--- config.mk ---
export PLATFORM = sky130hd
export DESIGN_NAME = poe_pwr_cmd_arb
export DESIGN_NICKNAME = d
export VERILOG_FILES = /design/src/rtl/poe_cmd_pkg.sv /design/src/rtl/poe_win_timer.sv /design/src/rtl/poe_port_ctrl.sv /design/src/rtl/poe_pwr_cmd_arb.sv
export SDC_FILE = /design/constraint.sdc
export NUM_CORES = 1
export LEC_CHECK = 0
export ABC_AREA = 1
export BUFFER_PORTS_ARGS = -buffer_cell sky130_fd_sc_hd__buf_2
export CORE_ASPECT_RATIO = 0.7
export CORE_MARGIN = 2
export CORE_UTILIZATION = 30
export DETAILED_ROUTE_END_ITERATION = 10
export REMOVE_ABC_BUFFERS = 1
export SLEW_MARGIN = 40
export SYNTH_ARGS = -nofsm -noshare
export SYNTH_HDL_FRONTEND = slang
export SYNTH_HIERARCHICAL = 1
export SYNTH_SLANG_ARGS = --single-unit
export TNS_END_PERCENT = 20
--- constraint.sdc ---
create_clock -name clk -period 3.3 [get_ports clk]
set_input_delay 0.165 -clock clk [delete_from_list [all_inputs] [get_ports clk]]
set_output_delay 0.165 -clock clk [all_outputs]
set_load 0.005 [all_outputs]
--- src/rtl/poe_cmd_pkg.sv ---
`timescale 1ns/1ps
package poe_cmd_pkg;

    localparam int CLS_W = 3;

    typedef enum logic [1:0] {
        MODE_OFF  = 2'b00,
        MODE_MAN  = 2'b01,
        MODE_SEMI = 2'b10,
        MODE_RSV  = 2'b11
    } op_mode_e;

    typedef enum logic [1:0] {
        ENG_IDLE = 2'b00,
        ENG_DET  = 2'b01,
        ENG_CLS  = 2'b10
    } eng_e;

    typedef struct packed {
        eng_e             eng;
        logic             pe;
        logic             pg;
        logic             pe_chg;
        logic             pg_chg;
        logic             det_start;
        logic             cls_start;
        logic             det_evt;
        logic             cls_evt;
        logic             disc_flt;
        logic             icut_flt;
        logic             strt_flt;
        logic             ilim_flt;
        logic             pon_flt;
        logic             det_ok;
        logic             cls_ok;
        logic [CLS_W-1:0] cls_code;
        logic             det_en;
        logic             cls_en;
        logic             pend;
        logic             armed;
    } port_st_t;

    function automatic logic mode_live(input logic [1:0] m);
        return (m == MODE_MAN) || (m == MODE_SEMI);
    endfunction

endpackage

--- src/rtl/poe_win_timer.sv ---
`timescale 1ns/1ps
module poe_win_timer #(
    parameter int WIN_TICKS = 1000
) (
    input  logic clk,
    input  logic rst_n,
    input  logic restart,
    input  logic clear,
    output logic open
);
    localparam int CW = $clog2(WIN_TICKS + 1);
    localparam logic [CW-1:0] LIM = CW'(WIN_TICKS);

    typedef struct packed {
        logic          run;
        logic [CW-1:0] cnt;
    } tmr_t;

    tmr_t tmr_d, tmr_q;

    always_comb begin
        tmr_d = tmr_q;
        if (tmr_q.run && (tmr_q.cnt != LIM)) begin
            tmr_d.cnt = tmr_q.cnt + 1'b1;
        end
        if (restart) begin
            tmr_d.run = 1'b1;
            tmr_d.cnt = '0;
        end
        if (clear) begin
            tmr_d.run = 1'b0;
            tmr_d.cnt = '0;
        end
    end

    always_ff @(posedge clk or negedge rst_n) begin
        if (!rst_n) tmr_q <= '0;
        else        tmr_q <= tmr_d;
    end

    assign open = tmr_q.run && (tmr_q.cnt < LIM);

endmodule

--- src/rtl/poe_port_ctrl.sv ---
`timescale 1ns/1ps
module poe_port_ctrl
    import poe_cmd_pkg::*;
(
    input  logic             clk,
    input  logic             rst_n,
    input  logic [1:0]       mode,
    input  logic             chk_en,
    input  logic             en_wr,
    input  logic             en_det,
    input  logic             en_cls,
    input  logic             on_req,
    input  logic             off_req,
    input  logic             cool,
    input  logic             disc,
    input  logic             icut,
    input  logic             strt,
    input  logic             ilim,
    input  logic             pg_sense,
    input  logic             det_done,
    input  logic             det_valid,
    input  logic             cls_done,
    input  logic             cls_valid,
    input  logic [CLS_W-1:0] cls_code_in,
    input  logic             win_open,
    output logic             win_restart,
    output logic             win_clear,
    output port_st_t         st
);
    port_st_t st_d, st_q;
    logic     semi;
    logic     resolve;
    logic     resolve_ok;
    logic     any_flt;

    always_comb begin
        st_d           = st_q;
        st_d.det_start = 1'b0;
        st_d.cls_start = 1'b0;
        win_restart    = 1'b0;
        win_clear      = 1'b0;
        resolve        = 1'b0;
        resolve_ok     = 1'b0;
        semi           = (mode == MODE_SEMI);
        any_flt        = disc | icut | strt | ilim;

        // enable loads; a retry cannot outlive semi mode or detect enable
        if (en_wr) begin
            st_d.det_en = en_det;
            st_d.cls_en = en_cls;
        end
        if (!semi || !st_d.det_en) begin
            st_d.pend  = 1'b0;
            st_d.armed = 1'b0;
        end

        // detection / classification engine sequencing
        unique case (st_q.eng)
            ENG_IDLE: begin
                if (semi && st_q.det_en && !st_q.pe) begin
                    st_d.det_start = 1'b1;
                    st_d.eng       = ENG_DET;
                    if (st_d.pend) st_d.armed = 1'b1;
                end
            end
            ENG_DET: begin
                if (det_done) begin
                    st_d.det_evt = 1'b1;
                    st_d.det_ok  = det_valid;
                    win_restart  = det_valid;
                    win_clear    = !det_valid;
                    if (det_valid && st_q.cls_en) begin
                        st_d.cls_start = 1'b1;
                        st_d.cls_ok    = 1'b0;
                        st_d.eng       = ENG_CLS;
                    end else begin
                        st_d.eng   = ENG_IDLE;
                        resolve    = st_q.armed && st_d.pend;
                        resolve_ok = det_valid;
                    end
                end
            end
            ENG_CLS: begin
                if (cls_done) begin
                    st_d.cls_evt  = 1'b1;
                    st_d.cls_ok   = cls_valid;
                    st_d.cls_code = cls_valid ? cls_code_in : '0;
                    st_d.eng      = ENG_IDLE;
                    resolve       = st_q.armed && st_d.pend;
                    resolve_ok    = cls_valid && win_open;
                end
            end
            default: st_d.eng = ENG_IDLE;
        endcase

        // outcome of a deferred request
        if (resolve) begin
            st_d.pend  = 1'b0;
            st_d.armed = 1'b0;
            if (resolve_ok && !cool) st_d.pe      = 1'b1;
            else                     st_d.pon_flt = 1'b1;
        end

        // turn-on command
        if (on_req && !off_req && !cool && !disc && !st_q.pe) begin
            if ((mode == MODE_MAN) || !chk_en || !st_q.det_en) begin
                st_d.pe = 1'b1;
            end else if (!st_q.det_ok || (st_q.cls_en && !st_q.cls_ok)) begin
                st_d.pon_flt = 1'b1;
            end else if (win_open) begin
                st_d.pe = 1'b1;
            end else begin
                st_d.pend  = 1'b1;
                st_d.armed = 1'b0;
                st_d.eng   = ENG_IDLE;
            end
        end
        if (st_d.pe) begin
            st_d.pend  = 1'b0;
            st_d.armed = 1'b0;
        end

        // fault pulses outrank any turn-on
        if (disc) st_d.disc_flt = 1'b1;
        if (icut) st_d.icut_flt = 1'b1;
        if (strt) st_d.strt_flt = 1'b1;
        if (ilim) st_d.ilim_flt = 1'b1;
        if (any_flt) begin
            st_d.pe    = 1'b0;
            st_d.pend  = 1'b0;
            st_d.armed = 1'b0;
        end

        // turn-off command wins over everything
        if (off_req) begin
            st_d.pe        = 1'b0;
            st_d.det_evt   = 1'b0;
            st_d.cls_evt   = 1'b0;
            st_d.disc_flt  = 1'b0;
            st_d.icut_flt  = 1'b0;
            st_d.strt_flt  = 1'b0;
            st_d.ilim_flt  = 1'b0;
            st_d.pon_flt   = 1'b0;
            st_d.det_ok    = 1'b0;
            st_d.cls_ok    = 1'b0;
            st_d.cls_code  = '0;
            st_d.det_en    = 1'b0;
            st_d.cls_en    = 1'b0;
            st_d.pend      = 1'b0;
            st_d.armed     = 1'b0;
            st_d.eng       = ENG_IDLE;
            st_d.det_start = 1'b0;
            st_d.cls_start = 1'b0;
            win_restart    = 1'b0;
            win_clear      = 1'b1;
        end

        st_d.pg     = st_d.pe & pg_sense;
        st_d.pe_chg = st_d.pe != st_q.pe;
        st_d.pg_chg = st_d.pg != st_q.pg;
    end

    always_ff @(posedge clk or negedge rst_n) begin
        if (!rst_n) st_q <= '0;
        else        st_q <= st_d;
    end

    assign st = st_q;

endmodule

--- src/rtl/poe_pwr_cmd_arb.sv ---
`timescale 1ns/1ps
module poe_pwr_cmd_arb
    import poe_cmd_pkg::*;
#(
    parameter int NPORT     = 4,
    parameter int WIN_TICKS = 1000
) (
    input  logic                   clk,
    input  logic                   rst_n,
    input  logic [1:0]             op_mode,
    input  logic                   win_chk_en,
    input  logic                   en_wr,
    input  logic [NPORT-1:0]       en_det_in,
    input  logic [NPORT-1:0]       en_cls_in,
    input  logic                   cmd_wr,
    input  logic [2*NPORT-1:0]     cmd_byte,
    input  logic [NPORT-1:0]       cool_act,
    input  logic [NPORT-1:0]       disc_evt,
    input  logic [NPORT-1:0]       icut_evt,
    input  logic [NPORT-1:0]       strt_evt,
    input  logic [NPORT-1:0]       ilim_evt,
    input  logic [NPORT-1:0]       pg_sense,
    input  logic [NPORT-1:0]       det_done,
    input  logic [NPORT-1:0]       det_valid,
    input  logic [NPORT-1:0]       cls_done,
    input  logic [NPORT-1:0]       cls_valid,
    input  logic [CLS_W*NPORT-1:0] cls_code_in,
    output logic [NPORT-1:0]       det_start,
    output logic [NPORT-1:0]       cls_start,
    output logic [NPORT-1:0]       pwr_en,
    output logic [NPORT-1:0]       pwr_good,
    output logic [NPORT-1:0]       pe_chg,
    output logic [NPORT-1:0]       pg_chg,
    output logic [NPORT-1:0]       det_evt,
    output logic [NPORT-1:0]       cls_evt,
    output logic [NPORT-1:0]       disc_flt,
    output logic [NPORT-1:0]       icut_flt,
    output logic [NPORT-1:0]       strt_flt,
    output logic [NPORT-1:0]       ilim_flt,
    output logic [NPORT-1:0]       pon_flt,
    output logic [NPORT-1:0]       det_stat,
    output logic [CLS_W*NPORT-1:0] cls_stat,
    output logic [NPORT-1:0]       det_en,
    output logic [NPORT-1:0]       cls_en,
    output logic [NPORT-1:0]       retry_pend
);
    logic live;
    assign live = cmd_wr && mode_live(op_mode);

    for (genvar i = 0; i < NPORT; i++) begin : g_port
        port_st_t st;
        logic     w_restart;
        logic     w_clear;
        logic     w_open;

        poe_win_timer #(.WIN_TICKS(WIN_TICKS)) u_tmr (
            .clk     (clk),
            .rst_n   (rst_n),
            .restart (w_restart),
            .clear   (w_clear),
            .open    (w_open)
        );

        poe_port_ctrl u_ctrl (
            .clk         (clk),
            .rst_n       (rst_n),
            .mode        (op_mode),
            .chk_en      (win_chk_en),
            .en_wr       (en_wr),
            .en_det      (en_det_in[i]),
            .en_cls      (en_cls_in[i]),
            .on_req      (live && cmd_byte[i]),
            .off_req     (live && cmd_byte[NPORT+i]),
            .cool        (cool_act[i]),
            .disc        (disc_evt[i]),
            .icut        (icut_evt[i]),
            .strt        (strt_evt[i]),
            .ilim        (ilim_evt[i]),
            .pg_sense    (pg_sense[i]),
            .det_done    (det_done[i]),
            .det_valid   (det_valid[i]),
            .cls_done    (cls_done[i]),
            .cls_valid   (cls_valid[i]),
            .cls_code_in (cls_code_in[i*CLS_W +: CLS_W]),
            .win_open    (w_open),
            .win_restart (w_restart),
            .win_clear   (w_clear),
            .st          (st)
        );

        assign det_start[i]                = st.det_start;
        assign cls_start[i]                = st.cls_start;
        assign pwr_en[i]                   = st.pe;
        assign pwr_good[i]                 = st.pg;
        assign pe_chg[i]                   = st.pe_chg;
        assign pg_chg[i]                   = st.pg_chg;
        assign det_evt[i]                  = st.det_evt;
        assign cls_evt[i]                  = st.cls_evt;
        assign disc_flt[i]                 = st.disc_flt;
        assign icut_flt[i]                 = st.icut_flt;
        assign strt_flt[i]                 = st.strt_flt;
        assign ilim_flt[i]                 = st.ilim_flt;
        assign pon_flt[i]                  = st.pon_flt;
        assign det_stat[i]                 = st.det_ok;
        assign cls_stat[i*CLS_W +: CLS_W]  = st.cls_code;
        assign det_en[i]                   = st.det_en;
        assign cls_en[i]                   = st.cls_en;
        assign retry_pend[i]               = st.pend;
    end

endmodule

# Word level (Yosys, flattened, before mapping)
# Index checks and enable logic that the tools add are counted.
# totals
regBits	140
out_inout_bits	80
# classes
add_sub_neg	4
order_cmp	4
eq_ne	34
mux	272
bitwise	16
n_reduce_logical	177
# ops
operator	n
2-to-1 mux 1 bit	144
2-to-1 mux 2 bit	72
2-to-1 mux 11 bit	8
nonzero test 2 bit	40
2-to-1 mux 18 bit	4
logical AND 1 bit	61
2-to-1 mux 3 bit	20
adder 10 x 1 -> 10 bit, second input constant	4
less-than comparator 10 bit, second input constant	4
2-to-1 mux 10 bit	4
!= test 10 bit, second input constant	4
logical NOT 1 bit	38
!= test 3 x 2 -> 1 bit, second input constant	8
case mux 1 bit (2 select lines)	12
case mux 2 bit (3 select lines)	4
nonzero test 3 bit	8
2-to-1 mux 4 bit	4
AND reduction 2 bit	8
AND reduction 4 bit	4
logical OR 1 bit	14
!= test 3 x 1 -> 1 bit, second input constant	4
bitwise OR 1 bit	12
equality test 2 x 1 -> 1 bit, second input constant	5
equality test 2 bit, second input constant	5
other kinds (3)	16

# Longest topological paths before layout
# Gate-level depths: netlist (run 1).
# depth
word_depth	17
depth_mapped	13

# By module
# The synthesis (run 1) kept the hierarchy.
# modules_own_cells
module	instances	cells_per_inst	area_per_inst_um2
poe_port_ctrl	4	155	1244.9
poe_win_timer (g_port[0].u_tmr ...)	3	109	784.5
poe_win_timer (g_port[3].u_tmr)	1	94	745.7
poe_pwr_cmd_arb	1	19	138.9

# Worst setup path before layout (run 1)
# No wires, ideal clock.
# synth_path
path_kind	flip-flop to flip-flop
startpoint	register g_port[0].u_ctrl.st_q (netlist bit g_port[0].u_ctrl/st[23])
endpoint	register g_port[0].u_tmr/tmr_q[4] (netlist name)
setup_time_ns	0.117
t_arrival_ns	1.756
path_slack_ns	1.428
path_stages_with_launch	10
n_path_buf	0
path_cell_list	dfrtp_1 > inv_1 > ha_1 > nand2_2 > o21ai_0 > nor2_2 > nand2_8 > clkinv_4 > nand2_1 > nand2_1
# synth_via
word_cells_on_any_way	8
# synth_rtl
element	line	text
from (decl)	poe_port_ctrl.sv:30	port_st_t st_d, st_q;
from (signal assigned)	poe_port_ctrl.sv:165	else st_q <= st_d;
equality test 2 x 1 -> 1 bit (*)	poe_port_ctrl.sv:58	unique case (st_q.eng)
2-to-1 mux 1 bit (*)	poe_port_ctrl.sv:58	
2-to-1 mux 1 bit (*)	poe_port_ctrl.sv:135	if (off_req) begin
named net g_port[0].w_clear	poe_pwr_cmd_arb.sv:53	logic w_clear;
nonzero test 3 bit (no source line) or 2-to-1 mux 11 bit (tied branches)	n/a	
to (signal assigned)	poe_win_timer.sv:38	else tmr_q <= tmr_d;
to (decl)	poe_win_timer.sv:19	tmr_t tmr_d, tmr_q;
# Mark *: on every way through the listed nets, which the timed path passes. The rest lies on a longest branch. The select of a mux whose other input is x is not followed.
# A chain may end at the register's enable or synchronous reset.

# Worst setup path in the final report (run 1)
# layout_path
startpoint	register g_port[2].u_ctrl.st_q (netlist bit g_port[2].u_ctrl/st[23])
endpoint	register g_port[2].u_tmr/tmr_q[5] (netlist name)
# layout_via
word_cells_on_any_way	8
# layout_rtl
element	line
from (decl)	poe_port_ctrl.sv:30
from (signal assigned)	poe_port_ctrl.sv:165
equality test 2 x 1 -> 1 bit (*)	poe_port_ctrl.sv:58
2-to-1 mux 1 bit (*)	poe_port_ctrl.sv:58
2-to-1 mux 1 bit (*)	poe_port_ctrl.sv:135
named net g_port[2].w_clear	poe_pwr_cmd_arb.sv:53
nonzero test 3 bit (no source line) or 2-to-1 mux 11 bit (tied branches)	n/a
to (signal assigned)	poe_win_timer.sv:38
to (decl)	poe_win_timer.sv:19
# Marked as above.

==> results.sh, run 1 <==
export IMPL_wl_per_cell_um=13.7
export IMPL_ys_top_cells_by_area="dfrtp_1 43%, nand2_1 9.7%, nor2_1 7.3%"
export IMPL_tritoncts="yes"
export IMPL_clk_transition_reported_paths_ns=0.06
export IMPL_worst_r2r_path_depth=9
export IMPL_clock_latency_ns=0.43
export IMPL_cp_data_arrival_time_ns=2.34
export IMPL_ys_warn_count=6
export IMPL_track_usage_pct=16.4
export IMPL_overflow=0
export IMPL_cts_made_buffers=17
export IMPL_hold_violations=0
export IMPL_fp_row_count=50
export IMPL_dr_pass1_iters=5
export IMPL_finalNetCount=1369
export IMPL_hp_class="in -> reg"
export IMPL_synthToLayoutAreaGrowth_pct=27.5
export IMPL_worst_clock_skew_ns=0.00494
export IMPL_outcome="finished, final reports clean"
export IMPL_startpoint_type="flop"
export IMPL_clk_path_buf_depth=2
export IMPL_worst_endpoint_required_ns=3.62
export IMPL_slew_headroom_pct=52.6
export IMPL_p_per_area_nw_per_um2=587
export IMPL_syn_inst=1060
export IMPL_synth_seq_area_share_pct=42.6
export IMPL_drt_wl_total_um=22500
export IMPL_first_global_vias=7273
export IMPL_clock_sinks=140
export IMPL_p_leak_nw=5.18
export IMPL_final_period_utilization_pct=61.1
export IMPL_ys_flop_type="dfrtp_1"
export IMPL_synth_area_leader_cell="dfrtp_1"
export IMPL_routed_via_density=4.57
export IMPL_fp_coreArea_sq_um=26800
export IMPL_stdcell_count=1647
export IMPL_antenna_found_initial=1
export IMPL_antenna_left=0
export IMPL_ys_async_sr_fraction_pct=100
export IMPL_post_cts_repair_setup_buffers=0
export IMPL_crit_path_max_fanout=9
export IMPL_die_area_sq_um=28800
export IMPL_hold_path_depth=3
export IMPL_ios=155
export IMPL_rsz0062_at_grt="no"
export IMPL_fmax_ghz=0.496
export IMPL_grt_max_degree=93
export IMPL_htree_levels=4
export IMPL_synth_edff_count=0
export IMPL_ys_types=39
export IMPL_synth_top_cell_area_share_pct=42.6
export IMPL_drive_gt1_share_pct=25.2
export IMPL_crit_path_end_kind="flop"
export IMPL_avgSynthCellArea_sq_um=7.75
export IMPL_path_class="reg -> reg"
export IMPL_dp_cells=1578
export IMPL_synthesis_area_sq_um=8220
export IMPL_chipWidth_um=202
export IMPL_die_height_um=142
export IMPL_drc=0
export IMPL_grt_pass1_wl_um=37300
export IMPL_dp_hpwl_um=17200
export IMPL_maxCapViolCount=0
export IMPL_peakVddDrop_mv=0.366
export IMPL_utilization_pct=39.1
export IMPL_synth_seq_cells=140
export IMPL_final_setup_viol_count=0
export IMPL_initial_core_util_pct=30.6
export IMPL_antennaDiodeCount=0
export IMPL_io_buffer_count=154
export IMPL_period_needed_ns=2.02
export IMPL_cts_root_buffer="clkbuf_16"
export IMPL_tightestPinTransition_ns=0.711
export IMPL_first_iter_violations=512
export IMPL_dr_total_vias=7530
export IMPL_slew_viol_final=0
export IMPL_gp_congestion=0.847
export IMPL_setup_tns_ns=0
[placed cells by master (no fill, tap or decap), types with 5 or more instances in the layout]
cell / instances
a21oi_1: 37
a21oi_2: 8
buf_2: 153
buf_4: 8
bufinv_16: 5
clkbuf_16: 17
clkinv_2: 5
clkinv_4: 5
dfrtp_1: 140
dlygate4sd3_1: 37
ha_1: 24
inv_1: 141
inv_2: 18
nand2_1: 213
nand2_2: 21
nand2_4: 10
nand3_1: 72
nand3_2: 7
nand4_1: 19
nor2_1: 159
nor2_2: 22
nor2_4: 16
nor3_1: 23
nor3_2: 9
o21ai_0: 33
o21ai_1: 22
xor2_1: 5
[power by group]
part           internal [W]  leakage, nW  switching, W
logic              0.000626         3.03       0.00107
clock network       0.00136        0.305      0.000760
registers           0.00201         1.85      0.000327
total               0.00400         5.18       0.00216
[per-stage QoR]
stage	setup slack, ns	cell area [sq um]	hold WS (ns)	total power (W)
4_1_cts	1.05	10500	0.000518	0.00622
3_5_place_dp	0.951	9470	0.248	0.00402
5_1_grt	1.06	10500	0.0337	0.00659
2_1_floorplan	1.43	8170	-0.131	0.00344
6_report	1.28	10500	0.0270	0.00616
3_3_place_gp	0.977	9470	0.296	0.00400
[cell usage after synthesis, types with 19 or more instances]
cell     number
nand4_1      19
ha_1         24
o21ai_1      19
nand2_1     213
dfrtp_1     140
a21oi_1      37
o21ai_0      36
nor2_2       22
nor3_1       23
inv_1       141
nand3_1      72
nand2_2      21
nor2_1      159
[path summary, 6_finish.rpt]
| kind | from | end | slack [ns] |
|---|---|---|---|
| worst min register to register | g_port[3].u_ctrl/st[4]$_DFFE_PN0P_ | g_port[3].u_ctrl/st[4]$_DFFE_PN0P_ | 0.48 |
| worst max-delay path | g_port[2].u_ctrl/st[23]$_DFF_PN0_ | g_port[2].u_tmr/tmr_q[5]$_DFFE_PN0P_ | 1.28 |
| worst min-delay path | en_cls_in[0] | g_port[0].u_ctrl/st[2]$_DFFE_PN0P_ | 0.03 |
| max in group asynchronous | rst_n | g_port[1].u_ctrl/st[17]$_DFF_PN0_ | 2.16 |
| min in group asynchronous | rst_n | g_port[0].u_ctrl/st[13]$_DFFE_PN0P_ | 0.33 |
| worst max register to register | g_port[2].u_ctrl/st[23]$_DFF_PN0_ | g_port[2].u_tmr/tmr_q[5]$_DFFE_PN0P_ | 1.28 |
[timing repair]
item	CTS	global route
endpoints found under the hold margin	128	0
resized for setup	0	0
hold buffers	37	0
[worst max-delay path, stage by stage (launching register included)]
cell and delay, ns:
dfrtp_1 0.42, inv_1 0.09, ha_1 0.21, nand2_2 0.11, o21ai_1 0.53, nor2_2 0.21
nand2_8 0.16, clkinv_4 0.06, nand2_1 0.05, nand2_1 0.05
[cells by family after synthesis]
kind of cell / share of synthesized area [%]
xor+xnor: 0.533
flops: 42.6
buf+inv: 8.62
simple gates: 36.3
compound gates: 8.27
fa+ha+maj: 3.65
[state kept, by name, summed over array words and instances (netlist names)]
register and cells:
g_port.u_ctrl/st 96, g_port.u_tmr/tmr_q 44
[layout make-up]
class / instances / area, sq um
clock inverters: 10 / 188
multi-input cells: 742 / 4010
clock buffers: 22 / 454
repair buffers: 199 / 1210
fillers: 2758 / 16400
flip-flops and latches: 140 / 3500
inverters: 170 / 663
well taps: 364 / 455
[metal layers]
metal	part of all wire, %	wire (um)	global-route usage (%)	up-vias
li1	-	-	-	3799
met4	1.1	247	3.99	2
met3	6.8	1530	4.81	24
met1	52	11600	24.2	3490
met2	40	9080	23.1	215
met5	0.058	13	0	-
Power figures use the tool's default switching activity.
==> run 2, diff against run 1 <==
ABC_AREA = 0   (was 1)
clock period = 2.11 ns   (was 3.3 ns; I/O delays follow)
==> results.sh, run 2 <==
export IMPL_outcome="finished, final reports clean"
export IMPL_synth_adder_area_share_pct=3.96
export IMPL_ys_warn_count=6
export IMPL_maxCapViolCount=0
export IMPL_first_global_vias=6755
export IMPL_crit_path_max_fanout=5
export IMPL_overflow=0
export IMPL_fp_coreArea_sq_um=24700
export IMPL_ys_async_sr_fraction_pct=100
export IMPL_hold_start="en_det_in[3]"
export IMPL_tritoncts="yes"
export IMPL_ys_top_cells_by_area="dfrtp_1 46%, nor2_1 5.2%, ha_1 4.0%"
export IMPL_tightestPinTransition_ns=0.548
export IMPL_holdWs_ns=0.0314
export IMPL_utilization_pct=42.1
export IMPL_clk_path_buf_depth=2
export IMPL_mostFrequentLayoutCell="buf_2"
export IMPL_first_iter_violations=438
export IMPL_use_met2_pct=25.9
export IMPL_antennaDiodeCount=0
export IMPL_track_usage_pct=17.4
export IMPL_fp_row_count=48
export IMPL_chipWidth_um=194
export IMPL_dr_pass1_iters=5
export IMPL_crit_path_cell_trace="and4_4 > nand2_1 > o21a_1 > buf_4 > nand3_1 > a41oi_2 > o311ai_4 > xnor2_1"
export IMPL_crit_path_start="g_port[1].u_tmr/tmr_q[7]$_DFFE_PN0P_"
export IMPL_ys_flop_type="dfrtp_1"
export IMPL_cts_root_buffer="clkbuf_16"
export IMPL_slew_headroom_pct=63.5
export IMPL_drt_wl_total_um=22800
export IMPL_die_height_um=137
export IMPL_antenna_left=0
export IMPL_synthesis_area_sq_um=7580
export IMPL_gr_max_usage_layer="met2"
export IMPL_hp_class="in -> reg"
export IMPL_synthToLayoutAreaGrowth_pct=37.4
export IMPL_drc=0
export IMPL_worst_clock_skew_ns=0.00650
export IMPL_cpMaxStageDelayCell="dfrtp_1"
export IMPL_nFillCells=2431
export IMPL_crit_path_end_kind="flop"
export IMPL_synth_xor_area_share_pct=1.60
export IMPL_synth_edff_count=0
export IMPL_cp_data_arrival_time_ns=2.36
export IMPL_clk_transition_reported_paths_ns=0.06
export IMPL_startpoint_type="flop"
export IMPL_syn_inst=793
export IMPL_avgSynthCellArea_sq_um=9.56
export IMPL_routed_via_density=5.02
export IMPL_ios=155
export IMPL_p_leak_nw=4.65
export IMPL_slew_viol_final=0
export IMPL_grt_pass1_wl_um=36300
export IMPL_clock_latency_ns=0.43
export IMPL_fmax_ghz=0.497
export IMPL_cts_made_buffers=17
export IMPL_mostFrequentLayoutCells="153 x buf_2, 140 x dfrtp_1, 99 x nor2_1"
export IMPL_r2r_start="g_port[1].u_tmr/tmr_q[7]$_DFFE_PN0P_"
export IMPL_grt_met3_usage_pct=4.09
export IMPL_synth_compound_area_share_pct=13.1
export IMPL_synth_mux_area_share_pct=1.59
export IMPL_final_period_utilization_pct=95.3
export IMPL_path_class="reg -> reg"
export IMPL_gp_congestion=0.888
export IMPL_largest_reg_flops=96
export IMPL_drive_gt1_share_pct=27.8
export IMPL_synth_seq_cells=140
export IMPL_ys_top_cells_by_count="140 x dfrtp_1, 104 x nor2_1, 61 x nand2_1, 56 x a21oi_1, 44 x nand3_1"
export IMPL_grt_max_degree=55
export IMPL_synth_simple_area_share_pct=30.0
export IMPL_ys_types=52
export IMPL_cp_slowest_stage_delay_ns=0.42
export IMPL_finalNetCount=1162
export IMPL_p_per_area_nw_per_um2=835
export IMPL_synth_top_family_by_area="simple AND/OR/NAND/NOR gates"
export IMPL_grt_use_met1_pct=24.8
export IMPL_final_setup_viol_count=0
export IMPL_die_area_sq_um=26600
export IMPL_synth_top_cell_area_share_pct=46.2
export IMPL_io_buffer_count=154
export IMPL_initial_core_util_pct=30.6
export IMPL_synth_area_leader_cell="dfrtp_1"
export IMPL_synth_most_common_cell="dfrtp_1"
export IMPL_worst_endpoint_required_ns=2.46
export IMPL_hold_violations=0
export IMPL_htree_levels=4
export IMPL_dr_total_vias=7038
export IMPL_rsz0062_at_grt="yes"
export IMPL_clock_sinks=140
export IMPL_synth_seq_area_share_pct=46.2
export IMPL_dp_hpwl_um=16500
export IMPL_period_needed_ns=2.01
export IMPL_antenna_found_initial=0
export IMPL_wl_per_cell_um=16.3
export IMPL_peakVddDrop_mv=0.549
run 2: where the power goes:
part           switching [W]  internal (W)  total (W)
logic                0.00117      0.000995    0.00216
clock network        0.00119       0.00188    0.00307
registers           0.000399       0.00305    0.00345
run 2: metal layers:
layer	vias up	share of wire (%)
met4	0	2.0
li1	3439	-
met2	198	43
met1	3371	50
met5	-	0
met3	30	5.0
run 2: cells by family (layout without fill, tap and decap cells):
logic type / Yosys count / in the layout
and+or+nand+nor: 388 / 388
AOI/OAI and AO/OA: 156 / 156
DFF: 140 / 140
buffers and inverters: 60 / 343
adders and majority gates: 24 / 24
xor gates and xnor gates: 13 / 13
muxes: 12 / 12
run 2: timing repair:
item / 4_1_cts / 5_1_grt
hold buffers: 50 / 0
pin swaps: 0 / 1
cloned: 0 / 0
setup buffers: 0 / 1
gates resized for setup: 2 / 24
setup endpoints to repair: 2 / 31
hold endpoints to repair: 92 / 0
run 2: cell type report:
cell class	count	area, sq um	area share (%)
multi-input combinational	593	3950	37.9
inverter	40	150	1.44
clock inverter	12	146	1.41
clock buffer	20	447	4.29
timing repair buffer	271	1810	17.3
tap	325	407	3.91
sequential	140	3500	33.7
run 2: critical path: cells and delay by family (launching register included):
family                 cells  cell delay (ns)
AND/OR/NAND/NOR            3             0.44
buffers and inverters      1             0.15
flip-flops                 1             0.42
AO/OA/AOI/OAI              3             0.76
XOR/XNOR                   1             0.15
run 2: path summary, 6_finish.rpt:
path                                                        end  slack (ns)  depth (start not counted)
min reg2reg                   g_port[0].u_ctrl/st[18]$_DFF_PN0_        0.46                          1
max                           g_port[1].u_ctrl/st[18]$_DFF_PN0_         0.1                          8
min                            g_port[3].u_ctrl/st[3]$_DFF_PN0_        0.03                          3
max in group asynchronous    g_port[3].u_ctrl/st[4]$_DFFE_PN0P_        1.24                          3
max reg2reg                   g_port[1].u_ctrl/st[18]$_DFF_PN0_         0.1                          8
min in group asynchronous  g_port[2].u_tmr/tmr_q[3]$_DFFE_PN0P_        0.21                          2
run 2: stage by stage:
stage / instance area, sq um / total power [W] / setup WS (ns) / cells / TNS, ns
detailed placement: 9170 / 0.00554 / -0.109 / 1318 / -1.19
global placement: 9170 / 0.00550 / -0.0564 / 1318 / -0.292
floorplan: 7460 / 0.00461 / 0.0462 / 773 / 0
finish: 10400 / 0.00869 / 0.0990 / 1401 / 0
CTS: 10300 / 0.00874 / 0.0192 / 1400 / 0
global route: 10400 / 0.00924 / -0.0379 / 1401 / -0.166
